File: config.mk
export PLATFORM = sky130hd
export DESIGN_NAME = priv_mode_tracker
export DESIGN_NICKNAME = d
export VERILOG_FILES = /design/src/rtl/priv_pkg.sv /design/src/rtl/priv_return_check.sv /design/src/rtl/priv_state_regs.sv /design/src/rtl/priv_data_sel.sv /design/src/rtl/priv_mode_tracker.sv
export SDC_FILE = /design/constraint.sdc
export NUM_CORES = 1
export LEC_CHECK = 0
export BUFFER_PORTS_ARGS = -buffer_cell sky130_fd_sc_hd__buf_2
export CORE_UTILIZATION = 29
export DETAILED_ROUTE_END_ITERATION = 7
export PLACE_DENSITY = 0.66
export SLEW_MARGIN = 15
export SYNTH_ARGS = -nofsm -noshare
export SYNTH_HDL_FRONTEND = slang
export SYNTH_HIERARCHICAL = 1
export SYNTH_SLANG_ARGS = --single-unit
export TNS_END_PERCENT = 5
File: constraint.sdc
create_clock -name clk -period 1.61 [get_ports clk]
set_input_delay 0.0805 -clock clk [delete_from_list [all_inputs] [get_ports clk]]
set_output_delay 0.0805 -clock clk [all_outputs]
set_load 0.01 [all_outputs]
File: src/rtl/priv_pkg.sv
// Package priv_pkg
// Shared privilege encoding for the privilege tracking unit.
// Assumes a two-bit level code; 2'b10 is reserved and never stored.
package priv_pkg;
    typedef enum logic [1:0] {
        LVL_U = 2'b00,
        LVL_S = 2'b01,
        LVL_M = 2'b11
    } priv_t;
endpackage

File: src/rtl/priv_return_check.sv
// Module priv_return_check
// Decides whether a return strobe is legal in the current level and
// produces the go strobes for the state registers plus the illegal flag.
// Assumes a trap in the same cycle pre-empts any return (no go, no flag),
// and a machine return wins over a supervisor return when both are set.
module priv_return_check
    import priv_pkg::*;
#(
    parameter int MODES = 3
) (
    input  logic  clk,
    input  logic  rst_n,
    input  logic  trap_valid,
    input  logic  mret_valid,
    input  logic  sret_valid,
    input  priv_t cur_mode,
    input  logic  tsr,
    output logic  mret_go,
    output logic  sret_go,
    output logic  illegal
);
    localparam bit HAS_S = (MODES >= 3);

    logic mret_req;
    logic sret_req;
    logic mret_legal;
    logic sret_legal;

    // Qualify the requests: traps pre-empt, machine return wins ties.
    always_comb begin
        mret_req = mret_valid && !trap_valid;
        sret_req = sret_valid && !trap_valid && !mret_valid;
    end

    // Legality of each return in the present level.
    always_comb begin
        mret_legal = (cur_mode == LVL_M);
        sret_legal = HAS_S && ((cur_mode == LVL_M) ||
                               ((cur_mode == LVL_S) && !tsr));
    end

    // Final strobes towards the state registers and the pipeline.
    always_comb begin
        mret_go = mret_req && mret_legal;
        sret_go = sret_req && sret_legal;
        illegal = (mret_req && !mret_legal) || (sret_req && !sret_legal);
    end


    sret_in_m_chk: assert property (@(posedge clk) disable iff (!rst_n)
        (HAS_S && sret_valid && !mret_valid && !trap_valid && cur_mode == LVL_M) |-> !illegal);

endmodule

File: src/rtl/priv_state_regs.sv
// Module priv_state_regs
// Holds the hidden current level and the status fields that trap entry,
// returns and software writes act on. Software writes are filtered so
// that only supported encodings are stored. Assumes mret_go / sret_go
// are already legal and that a trap pre-empts both.
module priv_state_regs
    import priv_pkg::*;
#(
    parameter int MODES = 3
) (
    input  logic  clk,
    input  logic  rst_n,
    input  logic  trap_valid,
    input  logic  trap_to_s,
    input  logic  mret_go,
    input  logic  sret_go,
    input  logic  illegal,
    input  logic  wr_valid,
    input  logic  wr_mprv,
    input  priv_t wr_mpp,
    input  logic  wr_spp,
    input  logic  wr_tsr,
    output priv_t cur_mode,
    output priv_t mpp,
    output logic  spp,
    output logic  mprv,
    output logic  tsr
);
    localparam bit    HAS_U     = (MODES >= 2);
    localparam bit    HAS_S     = (MODES >= 3);
    localparam priv_t RESET_MPP = HAS_U ? LVL_U : LVL_M;

    priv_t mode_d;
    priv_t mpp_d;
    logic  spp_d;
    logic  mprv_d;
    logic  tsr_d;
    logic  trap_into_s;
    logic  any_event;
    logic  mpp_wr_ok;

    // Supported-encoding filter for a written machine previous field.
    always_comb begin
        mpp_wr_ok = (wr_mpp == LVL_M) ||
                    ((wr_mpp == LVL_U) && HAS_U) ||
                    ((wr_mpp == LVL_S) && HAS_S);
    end

    // Decide whether a trap lands in supervisor level.
    always_comb begin
        trap_into_s = HAS_S && trap_valid && trap_to_s && (cur_mode != LVL_M);
        any_event   = trap_valid || mret_go || sret_go;
    end

    // Next-state selection: event first, then software write, else hold.
    always_comb begin
        mode_d = cur_mode;
        mpp_d  = mpp;
        spp_d  = spp;
        mprv_d = mprv;
        tsr_d  = tsr;
        if (trap_valid) begin
            if (trap_into_s) begin
                mode_d = LVL_S;
                spp_d  = (cur_mode == LVL_S);
            end else begin
                mode_d = LVL_M;
                mpp_d  = cur_mode;
            end
        end else if (mret_go) begin
            mode_d = mpp;
            mpp_d  = RESET_MPP;
            if (mpp != LVL_M) begin
                mprv_d = 1'b0;
            end
        end else if (sret_go) begin
            mode_d = spp ? LVL_S : LVL_U;
            spp_d  = 1'b0;
            mprv_d = 1'b0;
        end else if (wr_valid) begin
            if (mpp_wr_ok) begin
                mpp_d = wr_mpp;
            end
            mprv_d = HAS_U ? wr_mprv : 1'b0;
            spp_d  = HAS_S ? wr_spp  : 1'b0;
            tsr_d  = HAS_S ? wr_tsr  : 1'b0;
        end
    end

    // Hidden level register.
    always_ff @(posedge clk) begin
        if (!rst_n) begin
            cur_mode <= LVL_M;
        end else begin
            cur_mode <= mode_d;
        end
    end

    // Status field registers.
    always_ff @(posedge clk) begin
        if (!rst_n) begin
            mpp  <= RESET_MPP;
            spp  <= 1'b0;
            mprv <= 1'b0;
            tsr  <= 1'b0;
        end else begin
            mpp  <= mpp_d;
            spp  <= spp_d;
            mprv <= mprv_d;
            tsr  <= tsr_d;
        end
    end


    trap_to_m_chk: assert property (@(posedge clk) disable iff (!rst_n)
        (trap_valid && (!trap_to_s || !HAS_S || cur_mode == LVL_M))
        |=> (cur_mode == LVL_M) && (mpp == $past(cur_mode)));


    trap_to_s_chk: assert property (@(posedge clk) disable iff (!rst_n)
        (HAS_S && trap_valid && trap_to_s && cur_mode != LVL_M)
        |=> (cur_mode == LVL_S) && (spp == ($past(cur_mode) == LVL_S)));


    mret_restore_chk: assert property (@(posedge clk) disable iff (!rst_n)
        mret_go |=> (cur_mode == $past(mpp)) && (mpp == RESET_MPP));


    sret_restore_chk: assert property (@(posedge clk) disable iff (!rst_n)
        sret_go |=> !spp && !mprv && (cur_mode == ($past(spp) ? LVL_S : LVL_U)));


    illegal_hold_chk: assert property (@(posedge clk) disable iff (!rst_n)
        illegal |=> $stable(cur_mode) && $stable(mpp) && $stable(mprv) && $stable(spp));


    mpp_legal_chk: assert property (@(posedge clk) disable iff (!rst_n)
        (mpp != 2'b10) && (HAS_S || mpp != LVL_S));


    write_dropped_chk: assert property (@(posedge clk) disable iff (!rst_n)
        (wr_valid && any_event && !trap_valid && mret_go && mpp == LVL_M) |=> mpp == RESET_MPP);

endmodule

File: src/rtl/priv_data_sel.sv
// Module priv_data_sel
// Forms the fetch and data privileges. Fetch always uses the current
// level; loads and stores use the machine previous field while the
// modify-privilege bit is set. Assumes mprv is held at 0 in builds
// without user mode, so no extra gating is needed here.
module priv_data_sel
    import priv_pkg::*;
(
    input  logic  clk,
    input  logic  rst_n,
    input  priv_t cur_mode,
    input  priv_t mpp,
    input  logic  mprv,
    output priv_t fetch_priv,
    output priv_t data_priv
);
    // Select the privilege used by each access class.
    always_comb begin
        fetch_priv = cur_mode;
        data_priv  = mprv ? mpp : cur_mode;
    end


    data_never_above_chk: assert property (@(posedge clk) disable iff (!rst_n)
        (cur_mode != LVL_M) |-> !mprv);

endmodule

File: src/rtl/priv_mode_tracker.sv
// Module priv_mode_tracker
// Top of the privilege tracking unit: return legality, hidden level and
// status fields, and fetch/data privilege selection. MODES selects the
// levels present: 1 = machine only, 2 = machine+user, 3 = all three.
// Assumes at most one trap per cycle and that the pipeline raises the
// illegal-instruction exception from ret_illegal in the strobe cycle.
module priv_mode_tracker
    import priv_pkg::*;
#(
    parameter int MODES = 3
) (
    input  logic       clk,
    input  logic       rst_n,
    input  logic       trap_valid,
    input  logic       trap_to_s,
    input  logic       mret_valid,
    input  logic       sret_valid,
    input  logic       ctl_wr_valid,
    input  logic       ctl_wr_mprv,
    input  logic [1:0] ctl_wr_mpp,
    input  logic       ctl_wr_spp,
    input  logic       ctl_wr_tsr,
    output logic [1:0] cur_priv,
    output logic [1:0] fetch_priv,
    output logic [1:0] data_priv,
    output logic       ctl_mprv,
    output logic [1:0] ctl_mpp,
    output logic       ctl_spp,
    output logic       ctl_tsr,
    output logic       ret_illegal
);
    priv_t mode_q;
    priv_t mpp_q;
    priv_t fetch_l;
    priv_t data_l;
    logic  spp_q;
    logic  mprv_q;
    logic  tsr_q;
    logic  mret_go;
    logic  sret_go;
    logic  illegal;

    priv_return_check #(.MODES(MODES)) u_check (
        .clk        (clk),
        .rst_n      (rst_n),
        .trap_valid (trap_valid),
        .mret_valid (mret_valid),
        .sret_valid (sret_valid),
        .cur_mode   (mode_q),
        .tsr        (tsr_q),
        .mret_go    (mret_go),
        .sret_go    (sret_go),
        .illegal    (illegal)
    );

    priv_state_regs #(.MODES(MODES)) u_state (
        .clk        (clk),
        .rst_n      (rst_n),
        .trap_valid (trap_valid),
        .trap_to_s  (trap_to_s),
        .mret_go    (mret_go),
        .sret_go    (sret_go),
        .illegal    (illegal),
        .wr_valid   (ctl_wr_valid),
        .wr_mprv    (ctl_wr_mprv),
        .wr_mpp     (priv_t'(ctl_wr_mpp)),
        .wr_spp     (ctl_wr_spp),
        .wr_tsr     (ctl_wr_tsr),
        .cur_mode   (mode_q),
        .mpp        (mpp_q),
        .spp        (spp_q),
        .mprv       (mprv_q),
        .tsr        (tsr_q)
    );

    priv_data_sel u_sel (
        .clk        (clk),
        .rst_n      (rst_n),
        .cur_mode   (mode_q),
        .mpp        (mpp_q),
        .mprv       (mprv_q),
        .fetch_priv (fetch_l),
        .data_priv  (data_l)
    );

    // Drive the plain-typed outputs.
    always_comb begin
        cur_priv    = mode_q;
        fetch_priv  = fetch_l;
        data_priv   = data_l;
        ctl_mprv    = mprv_q;
        ctl_mpp     = mpp_q;
        ctl_spp     = spp_q;
        ctl_tsr     = tsr_q;
        ret_illegal = illegal;
    end

endmodule

==> results.sh <==
export IMPL_die_area_mm2=0.00189
export IMPL_worstHoldStart="ctl_wr_tsr"
export IMPL_synth_edf_count=0
export IMPL_synth_ff_type="dfxtp_1"
export IMPL_hold_slack_ns=0.0648
export IMPL_arrival_ns=1.74
export IMPL_layout_nets=102
export IMPL_critPathMaxStageDelay_ns=0.47
export IMPL_hp_class="in -> reg"
export IMPL_route_antenna_remaining_nets=0
export IMPL_worst_path_max_delay_cell="or4b_1"
export IMPL_yosysTopAreaCell="dfxtp_1"
export IMPL_end_kind="flip-flop"
export IMPL_row_count=14
export IMPL_antenna_found_initial=0
export IMPL_r2r_start="u_state/cur_mode[1]$_SDFFE_PN1P_"
export IMPL_ys_seq_elements=7
export IMPL_required_ns=1.76
export IMPL_grt_pass1_vias=510
export IMPL_power_leakage_nw=0.320
export IMPL_drt_pass1_iterations=6
export IMPL_io_pins=24
export IMPL_wl_mm=1.39
export IMPL_cts_root_buffer="clkbuf_4"
export IMPL_crit_family="simple AND/OR/NAND/NOR gates"
export IMPL_dp_hpwl_mm=1.04
export IMPL_yosysTopAreaCellShare_pct=28.1
export IMPL_cts_resized=0
export IMPL_grt_overflow=0
export IMPL_min_period_ns=1.59
export IMPL_grt_max_degree=9
export IMPL_drc=4
export IMPL_worstPathCellList="and4b_2, or4b_1, o221a_2, o221a_1"
export IMPL_status="finished with violations"
export IMPL_drtIter0Drc=21
export IMPL_portBuffers=23
export IMPL_fp_dieW_um=43.4
export IMPL_clockBufferDepth=2
export IMPL_instances_no_fill=105
export IMPL_core_area_mm2=0.00156
export IMPL_grt_pass1_wl_mm=2.17
export IMPL_start_kind="flip-flop"
export IMPL_finalHoldViolCount=0
export IMPL_netlist_area_um2=498
export IMPL_ys_warn_count=6
export IMPL_rsz0062_at_grt="yes"
export IMPL_yosys_top_cells_count="dfxtp_1 (7), inv_1 (5), o21ai_0 (5), nand2_1 (4), nor2_1 (4)"
export IMPL_cts_tree="done"
export IMPL_synth_most_common_cell="dfxtp_1"
export IMPL_max_freq_mhz=628
export IMPL_cts_hold_buf=0
export IMPL_maxSlewViolCount=0
export IMPL_fillers=168
export IMPL_syn_nets=72
export IMPL_rr_endpoint="u_state/mpp[1]$_SDFFE_PN0P_"
export IMPL_crit_type="reg -> reg"
export IMPL_clk_pin_slew_worst_paths_ns=0.06
export IMPL_insertion_delay_ns=0.26
export IMPL_rr_worst_depth=4
export IMPL_avgSynthCellArea_um2=8.30
export IMPL_final_core_util_pct=44.3
export IMPL_finClkSkew_ns=0.000872
export IMPL_start_util_pct=31.9
export IMPL_violations="design-rule violations"
export IMPL_power_density_mw_per_mm2=763
export IMPL_drv_cap=0
export IMPL_cts_sinks=7
export IMPL_peakVddDrop_uv=308
export IMPL_syn_inst=60
export IMPL_diodes=0
export IMPL_relSlewSlack_pct=76.5
export IMPL_worstHoldPathCells=3
export IMPL_area_growth_synth_to_final_pct=38.7
export IMPL_setup_violations=0
export IMPL_fin_crit_sh_pct=98.9
export IMPL_tightest_slew_ns=0.348
export IMPL_ys_top_cells_by_area="dfxtp_1 (28%), o21ai_0 (5.0%), mux2_2 (4.5%)"
export IMPL_rrSetupSlack_ns=0.02
export IMPL_min_to="u_state/tsr$_SDFFE_PN0P_"
export IMPL_htree_levels=1
export IMPL_numCtsBuffers=3
export IMPL_async_flop_share_pct=0
export IMPL_cp_max_fo=8
export IMPL_gp_congestion=0.775
export IMPL_drive_gt1_share_pct=48.3
export IMPL_cp_buffers_inverters=0
export IMPL_ys_types=30
export IMPL_viasPerCell=5.54
export IMPL_grtUsageTotal_pct=15.5
export IMPL_wl_per_cell_um=13.3
export IMPL_die_h_um=43.4
export IMPL_synth_seq_area_share_pct=28.1
export IMPL_placedCellCount=100
export IMPL_vias=582
how the worst max path moves through the flow:
stage / to / start / depth (start not counted)
6_report: u_state/mpp[1]$_SDFFE_PN0P_ / u_state/cur_mode[1]$_SDFFE_PN1P_ / 4
5_1_grt: u_state/mpp[1]$_SDFFE_PN0P_ / u_state/cur_mode[1]$_SDFFE_PN1P_ / 4
4_1_cts: u_state/mpp[1]$_SDFFE_PN0P_ / u_state/cur_mode[1]$_SDFFE_PN1P_ / 4
3_5_place_dp: u_state/mpp[1]$_SDFFE_PN0P_ / u_state/cur_mode[1]$_SDFFE_PN1P_ / 4
3_3_place_gp: u_state/mpp[1]$_SDFFE_PN0P_ / u_state/cur_mode[1]$_SDFFE_PN1P_ / 4
2_1_floorplan: u_state/mpp[1]$_SDFFE_PN0P_ / u_state/cur_mode[1]$_SDFFE_PN1P_ / 5
routing by layer:
metal	vias up	wire length [um]	track usage [%]
met1	266	593	19.3
met4	0	19	9.38
li1	284	-	-
met3	2	111	1.25
met5	-	0	0
met2	30	668	26.1
cells in the final DEF, fill, tap and decap left out, types with 2 or more instances in the layout:
master	instances
buf_4	6
nand2b_1	2
o22ai_1	2
mux2_2	2
dfxtp_1	5
a21oi_1	2
o21ai_0	5
nand2_1	4
nor2_1	4
a211oi_1	2
o221a_2	2
inv_1	5
buf_2	23
mux2i_1	2
clkbuf_4	3
o221a_1	2
worst register-to-register path: cells and delay by family (launching register included):
family / cells / cell delay (ns)
AOI/OAI and AO/OA: 2 / 0.39
and+or+nand+nor: 2 / 0.73
DFF: 1 / 0.36
layout make-up:
type / instances / area, um^2 / area share (%)
multi-input cells: 44 / 320 / 46.4
repair buffers: 29 / 160 / 23.2
flip-flops and latches: 7 / 145 / 21.0
clock buffers: 4 / 26.3 / 3.80
well taps: 16 / 20.0 / 2.90
inverters: 5 / 18.8 / 2.72
through the flow:
stage                     area, um^2  setup WS (ns)  TNS [ns]  power, mW
final                            691         0.0182         0      0.527
after global routing             691        -0.0129   -0.0187      0.560
after CTS                        683        0.00248         0      0.526
after detailed placement         657         0.0128         0      0.354
after global placement           657         0.0494         0      0.352
after floorplan                  508         0.0121         0      0.295
flip-flops by register name, summed over array words and instances (netlist names):
signal,count
u_state/cur_mode,2
u_state/mpp,2
u_state/mprv,1
u_state/spp,1
u_state/tsr,1
power by group:
part | total [mW] | leakage (nW) | switching [mW] | internal [mW]
registers | 0.203 | 0.0573 | 0.0162 | 0.187
logic | 0.152 | 0.248 | 0.0744 | 0.0772
clock network | 0.172 | 0.0150 | 0.0768 | 0.0954
total | 0.527 | 0.320 | 0.167 | 0.360
logic make-up after synthesis:
kind of cell / after synthesis / synth area share (%)
flops: 7 / 28.1
simple gates: 20 / 24.6
buf+inv: 9 / 8.54
mux: 4 / 8.54
compound gates: 20 / 30.1
repair_timing:
item | in CTS | in global routing
endpoints found under the hold margin | 0 | 0
setup endpoints to repair | 0 | 3
buffers inserted | 0 | 1
No activity file was read; power rests on OpenSTA's default activity.
